`config.mk`:
```
export PLATFORM = sky130hd
export DESIGN_NAME = rtc_core
export DESIGN_NICKNAME = d
export VERILOG_FILES = /design/src/rtl/rtc_pkg.sv /design/src/rtl/rtc_counter.sv /design/src/rtl/rtc_alarm.sv /design/src/rtl/rtc_core.sv
export SDC_FILE = /design/constraint.sdc
export NUM_CORES = 1
export LEC_CHECK = 0
export BUFFER_PORTS_ARGS = -buffer_cell sky130_fd_sc_hd__buf_4
export CORE_MARGIN = 1.5
export CORE_UTILIZATION = 35
export CTS_CLUSTER_DIAMETER = 200
export CTS_CLUSTER_SIZE = 20
export DETAILED_ROUTE_END_ITERATION = 12
export PLACE_DENSITY = 0.6
export SYNTH_ARGS = -nofsm -noshare
export SYNTH_HDL_FRONTEND = slang
export SYNTH_SLANG_ARGS = --single-unit
```
`constraint.sdc`:
```
create_clock -name clk -period 3.32 [get_ports clk]
set_input_delay 0.166 -clock clk [delete_from_list [all_inputs] [get_ports clk]]
set_output_delay 0.166 -clock clk [all_outputs]
set_load 0.03 [all_outputs]
```
`src/rtl/rtc_pkg.sv`:
```
// Package: shared offsets, bit positions and register-select type for the RTC.
// Assumes word-aligned byte offsets within a 32-byte window.
package rtc_pkg;
    localparam int OFS_TSEC  = 0;
    localparam int OFS_TFRAC = 4;
    localparam int OFS_ASEC  = 8;
    localparam int OFS_AFRAC = 12;
    localparam int OFS_CTRL  = 16;
    localparam int OFS_STAT  = 20;
    localparam int OFS_MASK  = 24;

    localparam int CTRL_RUN_BIT  = 3;
    localparam int ST_ALARM_BIT  = 4;
    localparam int ST_NVAL_BIT   = 1;
    localparam int MASK_ALM_BIT  = 4;

    typedef enum logic [2:0] {
        SEL_TSEC, SEL_TFRAC, SEL_ASEC, SEL_AFRAC,
        SEL_CTRL, SEL_STAT, SEL_MASK, SEL_NONE
    } reg_sel_e;
endpackage

```
`src/rtl/rtc_counter.sv`:
```
// Module: 47-bit seconds/fraction counter. It loads either half from the
// register port and steps on qualified ticks. Assumes FRAC_W <= SEC_W and
// that the two load strobes are never high together.
module rtc_counter #(
    parameter int SEC_W  = 32,
    parameter int FRAC_W = 15,
    localparam int TW    = SEC_W + FRAC_W
) (
    input  logic             clk,
    input  logic             rst_n,
    input  logic             tick_i,
    input  logic             run_i,
    input  logic             ld_sec_i,
    input  logic             ld_frac_i,
    input  logic [SEC_W-1:0] wdata_i,
    output logic [TW-1:0]    time_o,
    output logic [TW-1:0]    next_o,
    output logic             adv_o
);
    logic [TW-1:0] time_q;
    logic          loaded_q;

    // step only when running, loaded and no load competes this cycle
    always_comb begin
        adv_o  = tick_i && run_i && loaded_q && !ld_sec_i && !ld_frac_i;
        next_o = time_q + TW'(1);
    end

    // count register: loads take priority, then the step
    always_ff @(posedge clk) begin
        if (!rst_n) begin
            time_q   <= '0;
            loaded_q <= 1'b0;
        end else begin
            if (ld_sec_i)  time_q[TW-1:FRAC_W]   <= wdata_i;
            if (ld_frac_i) time_q[FRAC_W-1:0]    <= wdata_i[FRAC_W-1:0];
            if (ld_sec_i || ld_frac_i) loaded_q  <= 1'b1;
            if (adv_o)     time_q                <= next_o;
        end
    end

    assign time_o = time_q;


    hold_when_idle_chk: assert property (@(posedge clk) disable iff (!rst_n)
        (!ld_sec_i && !ld_frac_i && !adv_o) |=> $stable(time_q));

    step_by_one_chk: assert property (@(posedge clk) disable iff (!rst_n)
        adv_o |=> time_q == $past(time_q) + TW'(1));
endmodule

```
`src/rtl/rtc_alarm.sv`:
```
// Module: alarm seconds register and sticky alarm flag. The flag sets when a
// counting step lands on {alarm, zero fraction}. A set wins over a clear.
module rtc_alarm #(
    parameter int SEC_W  = 32,
    parameter int FRAC_W = 15,
    localparam int TW    = SEC_W + FRAC_W
) (
    input  logic             clk,
    input  logic             rst_n,
    input  logic             ld_alm_i,
    input  logic [SEC_W-1:0] wdata_i,
    input  logic             adv_i,
    input  logic [TW-1:0]    next_i,
    input  logic             clr_i,
    output logic [SEC_W-1:0] alm_o,
    output logic             flag_o
);
    logic [SEC_W-1:0] alm_q;
    logic             flag_q;
    logic             hit;

    // match only on a counting step onto the alarm point
    always_comb hit = adv_i && (next_i == {alm_q, {FRAC_W{1'b0}}});

    // alarm seconds register, parked at all-ones after reset
    always_ff @(posedge clk) begin
        if (!rst_n)        alm_q <= '1;
        else if (ld_alm_i) alm_q <= wdata_i;
    end

    // sticky flag, set has priority over write-one-to-clear
    always_ff @(posedge clk) begin
        if (!rst_n)     flag_q <= 1'b0;
        else if (hit)   flag_q <= 1'b1;
        else if (clr_i) flag_q <= 1'b0;
    end

    assign alm_o  = alm_q;
    assign flag_o = flag_q;


    flag_from_step_chk: assert property (@(posedge clk) disable iff (!rst_n)
        $rose(flag_q) |-> $past(adv_i));

    flag_sticky_chk: assert property (@(posedge clk) disable iff (!rst_n)
        (flag_q && !clr_i) |=> flag_q);
endmodule

```
`src/rtl/rtc_core.sv`:
```
// Module: RTC top. It decodes the register port, holds the run, not-valid and
// mask bits, and muxes read data. Assumes single-cycle writes and
// combinational reads on a word-aligned byte offset.
module rtc_core #(
    parameter int AW     = 5,
    parameter int SEC_W  = 32,
    parameter int FRAC_W = 15
) (
    input  logic             clk,
    input  logic             rst_n,
    input  logic             tick_i,
    input  logic             wr_i,
    input  logic [AW-1:0]    addr_i,
    input  logic [SEC_W-1:0] wdata_i,
    output logic [SEC_W-1:0] rdata_o,
    output logic             irq_o
);
    import rtc_pkg::*;
    localparam int TW = SEC_W + FRAC_W;

    reg_sel_e         sel;
    logic             run_q, nval_q, mask_q;
    logic [TW-1:0]    time_w, next_w;
    logic             adv_w, flag_w;
    logic [SEC_W-1:0] alm_w;
    logic             wr_stat;

    // offset decode
    always_comb begin
        unique case (addr_i)
            AW'(OFS_TSEC):  sel = SEL_TSEC;
            AW'(OFS_TFRAC): sel = SEL_TFRAC;
            AW'(OFS_ASEC):  sel = SEL_ASEC;
            AW'(OFS_AFRAC): sel = SEL_AFRAC;
            AW'(OFS_CTRL):  sel = SEL_CTRL;
            AW'(OFS_STAT):  sel = SEL_STAT;
            AW'(OFS_MASK):  sel = SEL_MASK;
            default:        sel = SEL_NONE;
        endcase
    end

    assign wr_stat = wr_i && (sel == SEL_STAT);

    rtc_counter #(.SEC_W(SEC_W), .FRAC_W(FRAC_W)) u_cnt (
        .clk(clk), .rst_n(rst_n), .tick_i(tick_i), .run_i(run_q),
        .ld_sec_i(wr_i && sel == SEL_TSEC), .ld_frac_i(wr_i && sel == SEL_TFRAC),
        .wdata_i(wdata_i), .time_o(time_w), .next_o(next_w), .adv_o(adv_w)
    );

    rtc_alarm #(.SEC_W(SEC_W), .FRAC_W(FRAC_W)) u_alm (
        .clk(clk), .rst_n(rst_n), .ld_alm_i(wr_i && sel == SEL_ASEC),
        .wdata_i(wdata_i), .adv_i(adv_w), .next_i(next_w),
        .clr_i(wr_stat && wdata_i[ST_ALARM_BIT]),
        .alm_o(alm_w), .flag_o(flag_w)
    );

    // control, not-valid and mask bits
    always_ff @(posedge clk) begin
        if (!rst_n) begin
            run_q  <= 1'b0;
            nval_q <= 1'b1;
            mask_q <= 1'b0;
        end else if (wr_i) begin
            if (sel == SEL_CTRL) run_q  <= wdata_i[CTRL_RUN_BIT];
            if (sel == SEL_MASK) mask_q <= wdata_i[MASK_ALM_BIT];
            if (wr_stat && wdata_i[ST_NVAL_BIT]) nval_q <= 1'b0;
        end
    end

    // read mux
    always_comb begin
        rdata_o = '0;
        case (sel)
            SEL_TSEC:  rdata_o = time_w[TW-1:FRAC_W];
            SEL_TFRAC: rdata_o[FRAC_W-1:0] = time_w[FRAC_W-1:0];
            SEL_ASEC:  rdata_o = alm_w;
            SEL_CTRL:  rdata_o[CTRL_RUN_BIT] = run_q;
            SEL_STAT: begin
                rdata_o[ST_ALARM_BIT] = flag_w;
                rdata_o[ST_NVAL_BIT]  = nval_q;
            end
            SEL_MASK:  rdata_o[MASK_ALM_BIT] = mask_q;
            default:   rdata_o = '0;
        endcase
    end

    // interrupt request
    assign irq_o = flag_w && mask_q;


    nval_clear_by_write_chk: assert property (@(posedge clk) disable iff (!rst_n)
        $fell(nval_q) |-> $past(wr_i && addr_i == AW'(OFS_STAT) && wdata_i[ST_NVAL_BIT]));
endmodule

```
; Word level (Yosys, flattened, before mapping)
; Cells that the tools add are included.
[word_totals]
out_inout_bits = 33
word_cells = 57
ff_bits = 84
input_bits = 41
[classes]
add_sub_neg = 1
reduce_logical = 23
eq_ne = 12
mux = 13
[ops]
columns = op, n
row1 = $add 47x1->47 const B, 1
row2 = $eq 47x47->1, 1
row3 = $mux 47, 1
row4 = $pmux 17 s2, 1
row5 = $mux 32, 1
row6 = $pmux 10 s3, 1
row7 = $pmux 3 s7, 1
row8 = $eq 5x5->1 const B, 3
row9 = $mux 15, 1
row10 = $logic_and 1x1->1, 12
row11 = $eq 5x4->1 const B, 2
row12 = $eq 3x3->1 const B, 3
row13 = $pmux 1 s4, 2
row14 = $pmux 1 s3, 2
row15 = $reduce_and 2->1, 3
row16 = $reduce_bool 2->1, 3
row17 = $eq 5x3->1 const B, 1
row18 = $logic_not 5->1, 1
row19 = $pmux 1 s5, 1
row20 = $eq 3x1->1 const B, 1
row21 = $eq 3x2->1 const B, 1
row22 = $logic_not 3->1, 1
row23 = $logic_not 1->1, 2
row24 = $mux 1, 2
row25 = $logic_or 1x1->1, 1

; Depth between registers and ports, before layout
[depth]
ltp_word = 9
depth_mapped = 13
depth_no_buf = 11

; Hierarchy
; Synthesis repeated with hierarchy kept, for this count alone.
[unflattened]
hier_cells = 733
hier_area_um2 = 5813.1
[by_module_without_submodules]
columns = mod, cells_per_inst, instances, seq_area_each_um2, area_per_inst_um2
row1 = rtc_counter, 472, 1, 960.9, 3522.1
row2 = rtc_alarm, 156, 1, 660.6, 1544.0
row3 = rtc_core, 105, 1, 60.1, 747.0

; Worst setup path after synthesis
; No wires, ideal clock.
[synth_timing]
kind = register -> register
from = register u_cnt.time_q[1], in the netlist u_cnt.time_o[1]
to = register u_alm.flag_q, in the netlist u_alm.flag_o
stages_incl_launch_ff = 10
arrival_ps = 2987
period_less_slack_ps = 3072
setup_slack_ps = 248
setup_ps = 84
path_buffers = 0
path_cell_list = dfxtp_1 > ha_1 > nand3_1 > or3_4 > or4_2 > xnor2_1 > a21oi_1 > nand4_1 > or4_1 > o31ai_2
[synth_between]
elab_chain_len = 4
elab_cells_between_ends = 5
classes_between = 1 x add/sub / 1 x eq/ne / 1 x mux / 2 x reduce/logical
[synth_rtl]
columns = item, line_no
row1 = from (decl), rtc_counter.sv:20  ; logic [TW-1:0] time_q;
row2 = "from (signal, indexed assignment)", rtc_counter.sv:35  ; if (ld_sec_i) time_q[TW-1:FRAC_W] <= wdata_i;
row3 = "from (signal, indexed assignment)", rtc_counter.sv:36  ; if (ld_frac_i) time_q[FRAC_W-1:0] <= wdata_i[FRAC_W-1:0];
row4 = from (signal assigned), rtc_counter.sv:38  ; if (adv_o) time_q <= next_o;
row5 = $add 47x1->47 (*), rtc_counter.sv:26  ; next_o = time_q + TW'(1);
row6 = $eq 47x47->1 (*), rtc_alarm.sv:23  ; always_comb hit = adv_i && (next_i == {alm_q, {FRAC_W{1'b0}}});
row7 = $logic_and 1x1->1 (*), rtc_alarm.sv:23
row8 = $mux 1 or $reduce_bool 2->1 (tied branches), -
row9 = to (signal assigned), rtc_alarm.sv:33  ; if (!rst_n) flag_q <= 1'b0;
row10 = to (signal assigned), rtc_alarm.sv:34  ; else if (hit) flag_q <= 1'b1;
row11 = to (signal assigned), rtc_alarm.sv:35  ; else if (clr_i) flag_q <= 1'b0;
row12 = to (decl), rtc_alarm.sv:19  ; logic flag_q;
; Mark *: on every way between the ends. The rest lies on a longest branch, timed or not.
; A chain may end at the register's enable or synchronous reset.

; Worst setup path after layout
[layout_timing]
from = register u_cnt.time_q[8], in the netlist u_cnt.time_o[8]
to = register u_alm.flag_q, in the netlist u_alm.flag_o
; The elaborated chain is that of the path after synthesis.

==> metrics.md <==
| Metric | Value |
|---|---|
| Register area | `1680 um2` |
| RSZ-0062 raised after global routing | `false` |
| Commonest register cell after synthesis | `dfxtp_1` |
| Commonest cells after routing, fill and taps aside | `buf_4 (120), nand2_1 (110), dfxtp_1 (84)` |
| Final worst slack | `0.224 ns` |
| Max cap viols | `0` |
| Initial Utilization | `36.0%` |
| Post-synthesis sequential area ratio | `29.2%` |
| Drt via density | `5.74` |
| Core box area | `16000 um2` |
| FILL cells | `1690` |
| Outcome | `completed` |
| Peak VDD IR | `0.239 mV` |
| Std-Cell Rows | `46` |
| Synth area leaders | `dfxtp_1 (29%), nand2_1 (7.2%), xnor2_1 (6.8%)` |
| Synthesis-to-finish area growth | `21.8%` |
| Worst EP required | `3.59 ns` |
| Area taken by multi-input logic gates | `3740 um2` |
| Height of the die | `131 um` |
| Remaining Overflow, GRT | `0` |
| Syn Nets | `834` |
| HP Class | `input pin to register` |
| Post-synth EDFFs | `0` |
| Number of buffers created by CTS | `9` |
| Vias post-DR | `6171` |
| Async S/R FF share, synth | `0%` |
| Worst EP arrival | `3.37 ns` |
| Clock latency on the worst-skew pair | `0.35 ns` |
| Critical register-to-register path startpoint | `u_cnt.time_o[8]` |
| Yosys reg bits | `84` |
| Clk slew on worst S/H paths | `0.07 ns` |
| Worst-Margin Slew | `0.689 ns` |
| Clk_skew | `0.00651 ns` |
| Die Wd | `131 um` |
| WS Path Type | `register to register` |
| Antenna cell count | `0` |
| Drt first pass iters | `7` |
| Leakage | `2.72 nW` |
| Max-slew headroom | `53.4%` |
| Power per standard cell area | `318 nW/um2` |
| Synth top area share | `29.2%` |
| Initial antenna violation count | `0` |
| CTS sink cnt | `84` |
| CTS root buf | `clkbuf_16` |
| Startpoint types | `register` |
| Global-route wire length before repair | `33100 um` |
| Gpl congestion | `0.930` |
| Number of global-route vias before repair | `5765` |
| Number of post-CTS setup repair buffers | `0` |
| Hold Path Depth | `3` |
| CTS tree | `built` |
| H-tree Lvls | `3` |
| Fmax | `323 MHz` |
| Post-DP HPWL | `15200 um` |
| Clock Tree Buf Depth | `2` |
| Yosys top cell by area | `dfxtp_1` |
| Post-Place Worst Slack | `0.237 ns` |
| Commonest non-fill, non-tap cell in the layout | `buf_4` |
| Crit Path Max Fanout | `9` |
| Capturing point of the worst reg2reg path | `u_alm.flag_o` |
| DR WL/cell | `19.4 um` |
| Final Hold Vio Count | `0` |
| Minimum clock period | `3.10 ns` |
| Max-slew violation count | `0` |
| Die Area | `17300 um2` |
| R2R depth | `9` |
| # setup viols final | `0` |
| Setup TNS | `0 ns` |
| Cells after synthesis | `788` |
| Initial DRC count | `758` |
| Antenna-violating nets left | `0` |
| Crit end category | `register` |
| Synthesized cell area | `5770 um2` |
| Io pins | `74` |
| Post-Syn Area per Cell | `7.32 um2` |
| Synth unique cells | `64` |
| R2r setup slk | `0.22 ns` |
| Drt total wl | `20800 um` |
| DRC errors left | `0` |
| Share of layout cells above drive strength 1 | `18.7%` |
| Hold path startpoint | `wdata_i[25]` |
| GRT Overall Usage | `24.3%` |
| PortBufs | `73` |
| Yosys Warn Count | `0` |
| Final period utilization | `93.2%` |
| Nets | `900` |
| Largest net degree at the start of global routing | `55` |
| Hold path endpoint | `u_alm.alm_o[25]` |
==> layout make-up <==
type | count | share of cell area (%)
sequential | 84 | 23.9
inverter | 19 | 1.02
clock buffer | 13 | 3.99
timing repair buffer | 122 | 13.4
multi-input combinational | 618 | 53.2
clock inverter | 3 | 0.606
tap | 216 | 3.85
==> Yosys cell counts, types with 3 or more instances <==
cell type and instances:
a211oi_1 16, a21oi_1 42, a221oi_1 7, a222oi_1 16, a22o_1 17, a22oi_1 10
a31oi_1 4, and2_1 7, and3_1 8, and4_1 5, buf_2 6, buf_4 4
clkbuf_1 52, clkbuf_2 3, dfxtp_1 84, ha_1 5, inv_1 19, mux2i_1 3
nand2_1 111, nand3_1 62, nand4_1 24, nor2_1 75, nor3_1 32, nor4_1 15
o21ai_0 35, o31ai_1 4, or3_1 7, xnor2_1 45, xor2_1 24
==> sequential cells by signal, indices dropped and copies added (netlist names) <==
register        cells
mask_q              1
nval_q              1
run_q               1
u_alm.alm_o        32
u_alm.flag_o        1
u_cnt.loaded_q      1
u_cnt.time_o       47
==> cell families (layout without fill, tap and decap cells) <==
kind of cell,count (synthesis),count (layout),synth area share (%)
XOR/XNOR,69,69,10.5
buffers and inverters,86,157,6.29
flip-flops,84,84,29.2
adder cells (fa/ha/maj),5,5,1.09
AND/OR/NAND/NOR,370,370,31.7
AO/OA/AOI/OAI,169,169,20.3
multiplexers,5,5,0.911
==> report_power, final <==
group | internal (mW) | switching, mW | leakage [nW] | total, mW
Combinational | 0.0547 | 0.0739 | 1.88 | 0.129
Sequential | 1.01 | 0.00571 | 0.678 | 1.02
Clock | 0.664 | 0.426 | 0.158 | 1.09
Total | 1.73 | 0.505 | 2.72 | 2.24
==> worst max-delay path by stage <==
stage                    startpoint            to  cells past startpoint
finish              u_cnt.time_o[8]  u_alm.flag_o                      9
global route        u_cnt.time_o[3]  u_alm.flag_o                      8
CTS                 u_cnt.time_o[1]  u_alm.flag_o                     10
detailed placement  u_cnt.time_o[8]  u_alm.flag_o                      9
global placement    u_cnt.time_o[8]  u_alm.flag_o                      8
floorplan           u_cnt.time_o[1]  u_alm.flag_o                      9
==> per-stage QoR <==
step / utilization [%] / cell area, um2 / power [mW] / hold WS, ns / instances
after floorplan: - / 5770 / 1.09 / 0.290 / 788
after global placement: 41.8 / 6690 / 1.17 / 0.390 / 1059
after detailed placement: 41.8 / 6690 / 1.17 / 0.395 / 1059
after CTS: 43.9 / 7020 / 2.26 / 0.0259 / 1075
after global routing: 43.9 / 7020 / 2.30 / 0.0399 / 1075
final: 43.9 / 7020 / 2.24 / 0.0353 / 1075
==> critical path, stage by stage (launching register included) <==
cell	delay, ns
dfxtp_1	0.46
nand3_4	0.16
or3_4	0.47
buf_4	0.18
nor4_4	0.32
nand3_2	0.15
a2111oi_2	0.39
nand4_1	0.12
or4_1	0.57
o31ai_2	0.19
==> what timing repair did <==
item | in CTS | in global routing
endpoints found under the setup margin | 0 | 1
gates resized for setup | 0 | 2
hold buffers | 0 | 0
==> routing by layer <==
metal | vias up | GRT usage, % | routed length (um)
met5 | - | 0 | 0
met2 | 266 | 37.3 | 9150
met4 | 0 | 6.42 | 319
met1 | 2901 | 35.0 | 9900
li1 | 2982 | - | -
met3 | 22 | 4.28 | 1460
No activity file was read; power rests on OpenSTA's default activity.
